**config.mk**
```make
export PLATFORM = sky130hd
export DESIGN_NAME = dbg_strap_mux
export DESIGN_NICKNAME = d
export VERILOG_FILES = /design/src/rtl/dbg_strap_pkg.sv /design/src/rtl/strap_sync.sv /design/src/rtl/strap_capture.sv /design/src/rtl/pad_route.sv /design/src/rtl/dbg_strap_mux.sv
export SDC_FILE = /design/constraint.sdc
export NUM_CORES = 1
export LEC_CHECK = 0
export BUFFER_PORTS_ARGS = -buffer_cell sky130_fd_sc_hd__buf_2
export CORE_MARGIN = 2
export CORE_UTILIZATION = 29
export DETAILED_ROUTE_END_ITERATION = 16
export GPL_ROUTABILITY_DRIVEN = 0
export GPL_TIMING_DRIVEN = 0
export HOLD_SLACK_MARGIN = 0.05
export PLACE_DENSITY = 0.59
export SETUP_SLACK_MARGIN = 0.1
export SLEW_MARGIN = 20
export SYNTH_ARGS = -nofsm -noshare
export SYNTH_HDL_FRONTEND = slang
export SYNTH_SLANG_ARGS = --single-unit
```
**constraint.sdc**
```tcl
create_clock -name clk -period 4.3 [get_ports clk]
set_input_delay 0.215 -clock clk [delete_from_list [all_inputs] [get_ports clk]]
set_output_delay 0.215 -clock clk [all_outputs]
set_load 0.02 [all_outputs]
```
**src/rtl/dbg_strap_pkg.sv**
```systemverilog
package dbg_strap_pkg;

    typedef enum logic [1:0] {
        ST_SETTLE = 2'd0,
        ST_SAMPLE = 2'd1,
        ST_FUNC   = 2'd2,
        ST_DEBUG  = 2'd3
    } strap_state_e;

    function automatic int unsigned wait_cycles(input int unsigned mhz, input int unsigned us);
        return mhz * us;
    endfunction

endpackage

```
**src/rtl/strap_sync.sv**
```systemverilog
module strap_sync #(
    parameter int unsigned STAGES = 2
) (
    input  logic clk,
    input  logic rst_n,
    input  logic d,
    output logic q
);
    logic [STAGES-1:0] chain_q;

    generate
        for (genvar s = 0; s < STAGES; s++) begin : g_stage
            if (s == 0) begin : g_first
                always_ff @(posedge clk or negedge rst_n) begin
                    if (!rst_n) chain_q[s] <= 1'b0;
                    else        chain_q[s] <= d;
                end
            end else begin : g_next
                always_ff @(posedge clk or negedge rst_n) begin
                    if (!rst_n) chain_q[s] <= 1'b0;
                    else        chain_q[s] <= chain_q[s-1];
                end
            end
        end
    endgenerate

    assign q = chain_q[STAGES-1];
endmodule

```
**src/rtl/strap_capture.sv**
```systemverilog
module strap_capture
    import dbg_strap_pkg::*;
#(
    parameter int unsigned WAIT_CYCLES = 25000
) (
    input  logic clk,
    input  logic rst_n,
    input  logic strap_s,
    output logic debug_mode,
    output logic latch_done
);
    localparam int unsigned CW = (WAIT_CYCLES < 2) ? 1 : $clog2(WAIT_CYCLES);
    localparam logic [CW-1:0] LAST = CW'(WAIT_CYCLES - 1);

    strap_state_e state_q, state_d;
    logic [CW-1:0] cnt_q;
    logic          mode_q, done_q;

    // state register and delay counter
    always_ff @(posedge clk or negedge rst_n) begin
        if (!rst_n) begin
            state_q <= ST_SETTLE;
            cnt_q   <= '0;
        end else begin
            state_q <= state_d;
            if (state_q == ST_SETTLE && cnt_q != LAST) cnt_q <= cnt_q + 1'b1;
        end
    end

    // next-state logic
    always_comb begin
        state_d = state_q;
        unique case (state_q)
            ST_SETTLE: if (cnt_q == LAST) state_d = ST_SAMPLE;
            ST_SAMPLE: state_d = strap_s ? ST_DEBUG : ST_FUNC;
            ST_FUNC:   state_d = ST_FUNC;
            ST_DEBUG:  state_d = ST_DEBUG;
        endcase
    end

    // registered outputs
    always_ff @(posedge clk or negedge rst_n) begin
        if (!rst_n) begin
            mode_q <= 1'b0;
            done_q <= 1'b0;
        end else begin
            done_q <= (state_q == ST_SAMPLE);
            if (state_q == ST_SAMPLE) mode_q <= strap_s;
        end
    end

    assign debug_mode = mode_q;
    assign latch_done = done_q;
endmodule

```
**src/rtl/pad_route.sv**
```systemverilog
module pad_route (
    input  logic dbg_en,
    input  logic pad0_i,
    output logic pad0_o,
    output logic pad0_oe,
    input  logic func0_o,
    input  logic func0_oe,
    output logic func0_i,
    input  logic pad1_i,
    output logic pad1_o,
    output logic pad1_oe,
    input  logic func1_o,
    input  logic func1_oe,
    output logic func1_i,
    output logic dp_swclk,
    output logic dp_swdio_i,
    input  logic dp_swdio_o,
    input  logic dp_swdio_oe
);
    always_comb begin
        if (dbg_en) begin
            pad0_o     = 1'b0;
            pad0_oe    = 1'b0;
            func0_i    = 1'b0;
            dp_swclk   = pad0_i;
            pad1_o     = dp_swdio_o;
            pad1_oe    = dp_swdio_oe;
            func1_i    = 1'b0;
            dp_swdio_i = pad1_i;
        end else begin
            pad0_o     = func0_o;
            pad0_oe    = func0_oe;
            func0_i    = pad0_i;
            dp_swclk   = 1'b0;
            pad1_o     = func1_o;
            pad1_oe    = func1_oe;
            func1_i    = pad1_i;
            dp_swdio_i = 1'b0;
        end
    end
endmodule

```
**src/rtl/dbg_strap_mux.sv**
```systemverilog
module dbg_strap_mux #(
    parameter int unsigned CLK_MHZ     = 100,
    parameter int unsigned DELAY_US    = 250,
    parameter int unsigned SYNC_STAGES = 2
) (
    input  logic clk,
    input  logic rst_n,
    input  logic strap_pin,
    output logic strap_fn_in,
    input  logic pad0_i,
    output logic pad0_o,
    output logic pad0_oe,
    input  logic func0_o,
    input  logic func0_oe,
    output logic func0_i,
    input  logic pad1_i,
    output logic pad1_o,
    output logic pad1_oe,
    input  logic func1_o,
    input  logic func1_oe,
    output logic func1_i,
    output logic dp_swclk,
    output logic dp_swdio_i,
    input  logic dp_swdio_o,
    input  logic dp_swdio_oe,
    output logic debug_mode,
    output logic latch_done
);
    localparam int unsigned WAIT_CYCLES = dbg_strap_pkg::wait_cycles(CLK_MHZ, DELAY_US);

    logic strap_s;

    assign strap_fn_in = strap_pin;

    strap_sync #(.STAGES(SYNC_STAGES)) u_sync (
        .clk(clk), .rst_n(rst_n), .d(strap_pin), .q(strap_s)
    );

    strap_capture #(.WAIT_CYCLES(WAIT_CYCLES)) u_cap (
        .clk(clk), .rst_n(rst_n), .strap_s(strap_s),
        .debug_mode(debug_mode), .latch_done(latch_done)
    );

    pad_route u_route (
        .dbg_en(debug_mode),
        .pad0_i(pad0_i), .pad0_o(pad0_o), .pad0_oe(pad0_oe),
        .func0_o(func0_o), .func0_oe(func0_oe), .func0_i(func0_i),
        .pad1_i(pad1_i), .pad1_o(pad1_o), .pad1_oe(pad1_oe),
        .func1_o(func1_o), .func1_oe(func1_oe), .func1_i(func1_i),
        .dp_swclk(dp_swclk), .dp_swdio_i(dp_swdio_i),
        .dp_swdio_o(dp_swdio_o), .dp_swdio_oe(dp_swdio_oe)
    );
endmodule

```
==> flow_summary.toml <==
[sta]
slew_violations = 0
post-route-period-util_pct = 37.9
fin_ws_ns = 2.67
max-slew-margin-rel_pct = 69.8
worst_pin_slew_ns = 0.453
hold_violations = 0
finalSetupViolCount = 0
fin_skew_ns = 0.00163
min_period_ns = 1.63
fmax_mhz = 614
rsz0062_at_grt = "no"
finalSetupTns_ns = 0

[route]
first_pass_iters = 4
vias = 681
initialDrtViolationCount = 4
drc = 0
vias_per_cell = 4.48
drtAntennaViolNets = 0
wire_per_inst_um = 10.9
totalWireLength_um = 1650

[synthesis]
synth_top_family_by_area = "simple AND/OR/NAND/NOR gates"
syn_inst = 79
synthTopCellsByArea = "dfrtp_1 53%, xnor2_1 11%, mux2_2 3.4%"
yosysSeqAreaShare_pct = 53.2
synth_seq_cells = 21
synth_top_cell_by_area = "dfrtp_1"
synth_most_common_cell = "dfrtp_1"
yosys.area.top_type_share_pct = 53.2
synth_edf_count = 0
syn-num-nets = 91
yosys.area_share.simple_pct = 23.4
synth_area_um2 = 988
yosysUniqueCellTypes = 24
synth_compound_area_share_pct = 3.29
yosys_most_used_dff = "dfrtp_1"
synthAdderAreaFrac_pct = 1.27
async_reset_ff_share_pct = 100
muxShareOfSynthArea_pct = 4.94
synth_common_cells = "21 x dfrtp_1, 12 x xnor2_1, 5 x and3_1, 5 x nand4_1"
yosysWarnings = 0
syn_avg_cell_area_um2 = 12.5
synthXorXnorAreaFrac_pct = 12.4

[power]
p_total_uw = 313
p_leak_uw = 0.000566
share_comb_of_total_power_pct = 6.3
pwr-share-clk_pct = 30.3
powerDensity_nw_per_um2 = 261
ir_drop_mv = 0.0908
p_sw_share_pct = 22.8
p_int_uw = 242
pwr-share-seq_pct = 63.4
p_sw_uw = 71.5

[grt]
grt_pass1_vias = 694
antenna_found_initial = 0
grt-ovfl-total = 0
grt_max_degree = 22
grt_use_total_pct = 9.86
grt_pass1_wl_um = 3090

[setup_path]
startpoint = "u_cap.cnt_q[0]"
crit_path_end_kind = "register"
rr_worst_depth = 4
r2r_end = "u_cap.cnt_q[1]"
critPathMaxStageDelay_ns = 0.42
crit_required_ns = 4.50
cp-start-kind = "register"
r2r-start = "u_cap.cnt_q[0]"
reg2reg_slack_ns = 2.67
critPathKind = "reg2reg"
crit_chain = "ha_1, and3_1, a41oi_4, mux2_4"
cp_max_fo = 10
crit_path_top_delay_cell = "dfrtp_1"
cp_data_arrival_time_ns = 1.83
crit_path_end = "u_cap.cnt_q[1]"

[cells_and_area]
final_cells = 152
regArea_um2 = 526
fill_cells = 345
multiInputGateArea_um2 = 448
layout-drive-gt1-share_pct = 34.0
antenna_cells = 0
synthToLayoutAreaGrowth_pct = 21.3
fin_util_pct = 36.2
layout.nets = 119

[clock_tree]
clk_pin_slew_ns = 0.11
clkLatencyLatePin_ns = 0.30
cts_tree = "done"
cts-root-buf = "clkbuf_4"
clock_sinks = 21
numCtsBuffers = 3
h-tree-depth = 1
clock_path_buffers = 2

[run]
drv_cap = 0

[placed_design]
place_ws_ns = 2.67
detailed_place_hpwl_um = 1230
io_buffers = 21
dp.cells = 146

[floorplanning]
ios = 22
fp.dieArea_um2 = 3890
fp.coreArea_um2 = 3310
start_util_pct = 29.9
rows = 21
fp.dieH_um = 62.4
dieWidth_um = 62.4

[outcome]
status = "completed"

[hold_path]
hold_depth = 0
hold_class = "reg2reg"
[cell usage in the layout (no fill, tap or decap)]
master,netlist,layout
ha_1,1,1
nor2_1,1,1
nor2b_1,4,4
dfrtp_1,21,21
dlygate4sd3_1,0,2
and3_1,5,5
nand2_1,3,3
and2_1,4,4
nor3b_1,1,1
nor4b_2,1,1
nor4bb_4,1,1
a41oi_4,1,1
xor2_1,2,2
nand2b_1,2,2
clkbuf_4,0,3
nor2_2,1,1
clkinv_2,0,1
o21ai_0,1,1
buf_4,1,1
xnor2_1,12,12
mux2_2,3,3
buf_2,0,21
mux2_4,1,1
nand4_1,5,5
and4_2,1,1
nand3_1,4,4
inv_1,2,2
and3_2,1,1
[power by group through the flow]
stage	registers, µW	clock network [µW]	logic, µW
final	199	94.9	19.7
after global routing	199	107	22.0
after CTS	199	99.9	20.3
after detailed placement	202	0	18.9
after global placement	202	0	18.6
after floorplan	202	0	7.64
[worst max-delay path: cells and delay by family, from the launching register on]
| family | cells | cell delay [ns] |
|---|---|---|
| fa+ha+maj | 1 | 0.24 |
| simple gates | 1 | 0.20 |
| mux | 1 | 0.34 |
| flops | 1 | 0.42 |
| compound gates | 1 | 0.32 |
[registers in the layout, summed over array words and instances (netlist names)]
name              cells
u_cap.cnt_q          15
u_cap.state_q         2
u_cap.debug_mode      1
u_cap.latch_done      1
u_sync.chain_q        1
u_sync.q              1
[cells by family after synthesis]
family / Yosys count
compound gates: 2
mux: 4
fa+ha+maj: 1
flops: 21
simple gates: 34
xor+xnor: 14
buf+inv: 3
[routing by layer]
| layer | global-route usage, % | vias to the layer above | wire (µm) |
|---|---|---|---|
| met5 | 0 | - | 0 |
| met4 | 5.83 | 0 | 38 |
| met3 | 1.98 | 4 | 103 |
| met2 | 17.1 | 24 | 766 |
| met1 | 11.2 | 328 | 742 |
| li1 | - | 325 | - |
[through the flow]
stage          hold WS [ns]  cell area (µm²)
3_3_place_gp          0.188             1150
5_1_grt               0.388             1200
2_1_floorplan       -0.0806              988
3_5_place_dp          0.194             1150
4_1_cts               0.363             1200
6_report              0.360             1200
[how the worst min path moves through the flow]
stage                           start             end  slack, ns
finish              u_sync.chain_q[0]        u_sync.q       0.36
global placement                rst_n  u_cap.cnt_q[8]       0.19
global route        u_sync.chain_q[0]        u_sync.q       0.39
CTS                 u_sync.chain_q[0]        u_sync.q       0.36
floorplan                       rst_n  u_cap.cnt_q[0]      -0.08
detailed placement              rst_n  u_cap.cnt_q[9]       0.19
[area by class of cell]
class,count,area share [%]
clock inverter,1,0.418
timing repair buffer,23,10.4
inverter,2,0.626
buffer,1,0.626
tap,46,4.80
clock buffer,3,1.88
sequential,21,43.8
multi-input combinational,55,37.4
[what timing repair did]
action                                 4_1_cts  5_1_grt
hold buffers                                 2        0
resized for setup                            0        0
endpoints found under the hold margin       22        0
buffers inserted                             0        0
Note: power is estimated with default switching activity, not from simulation.
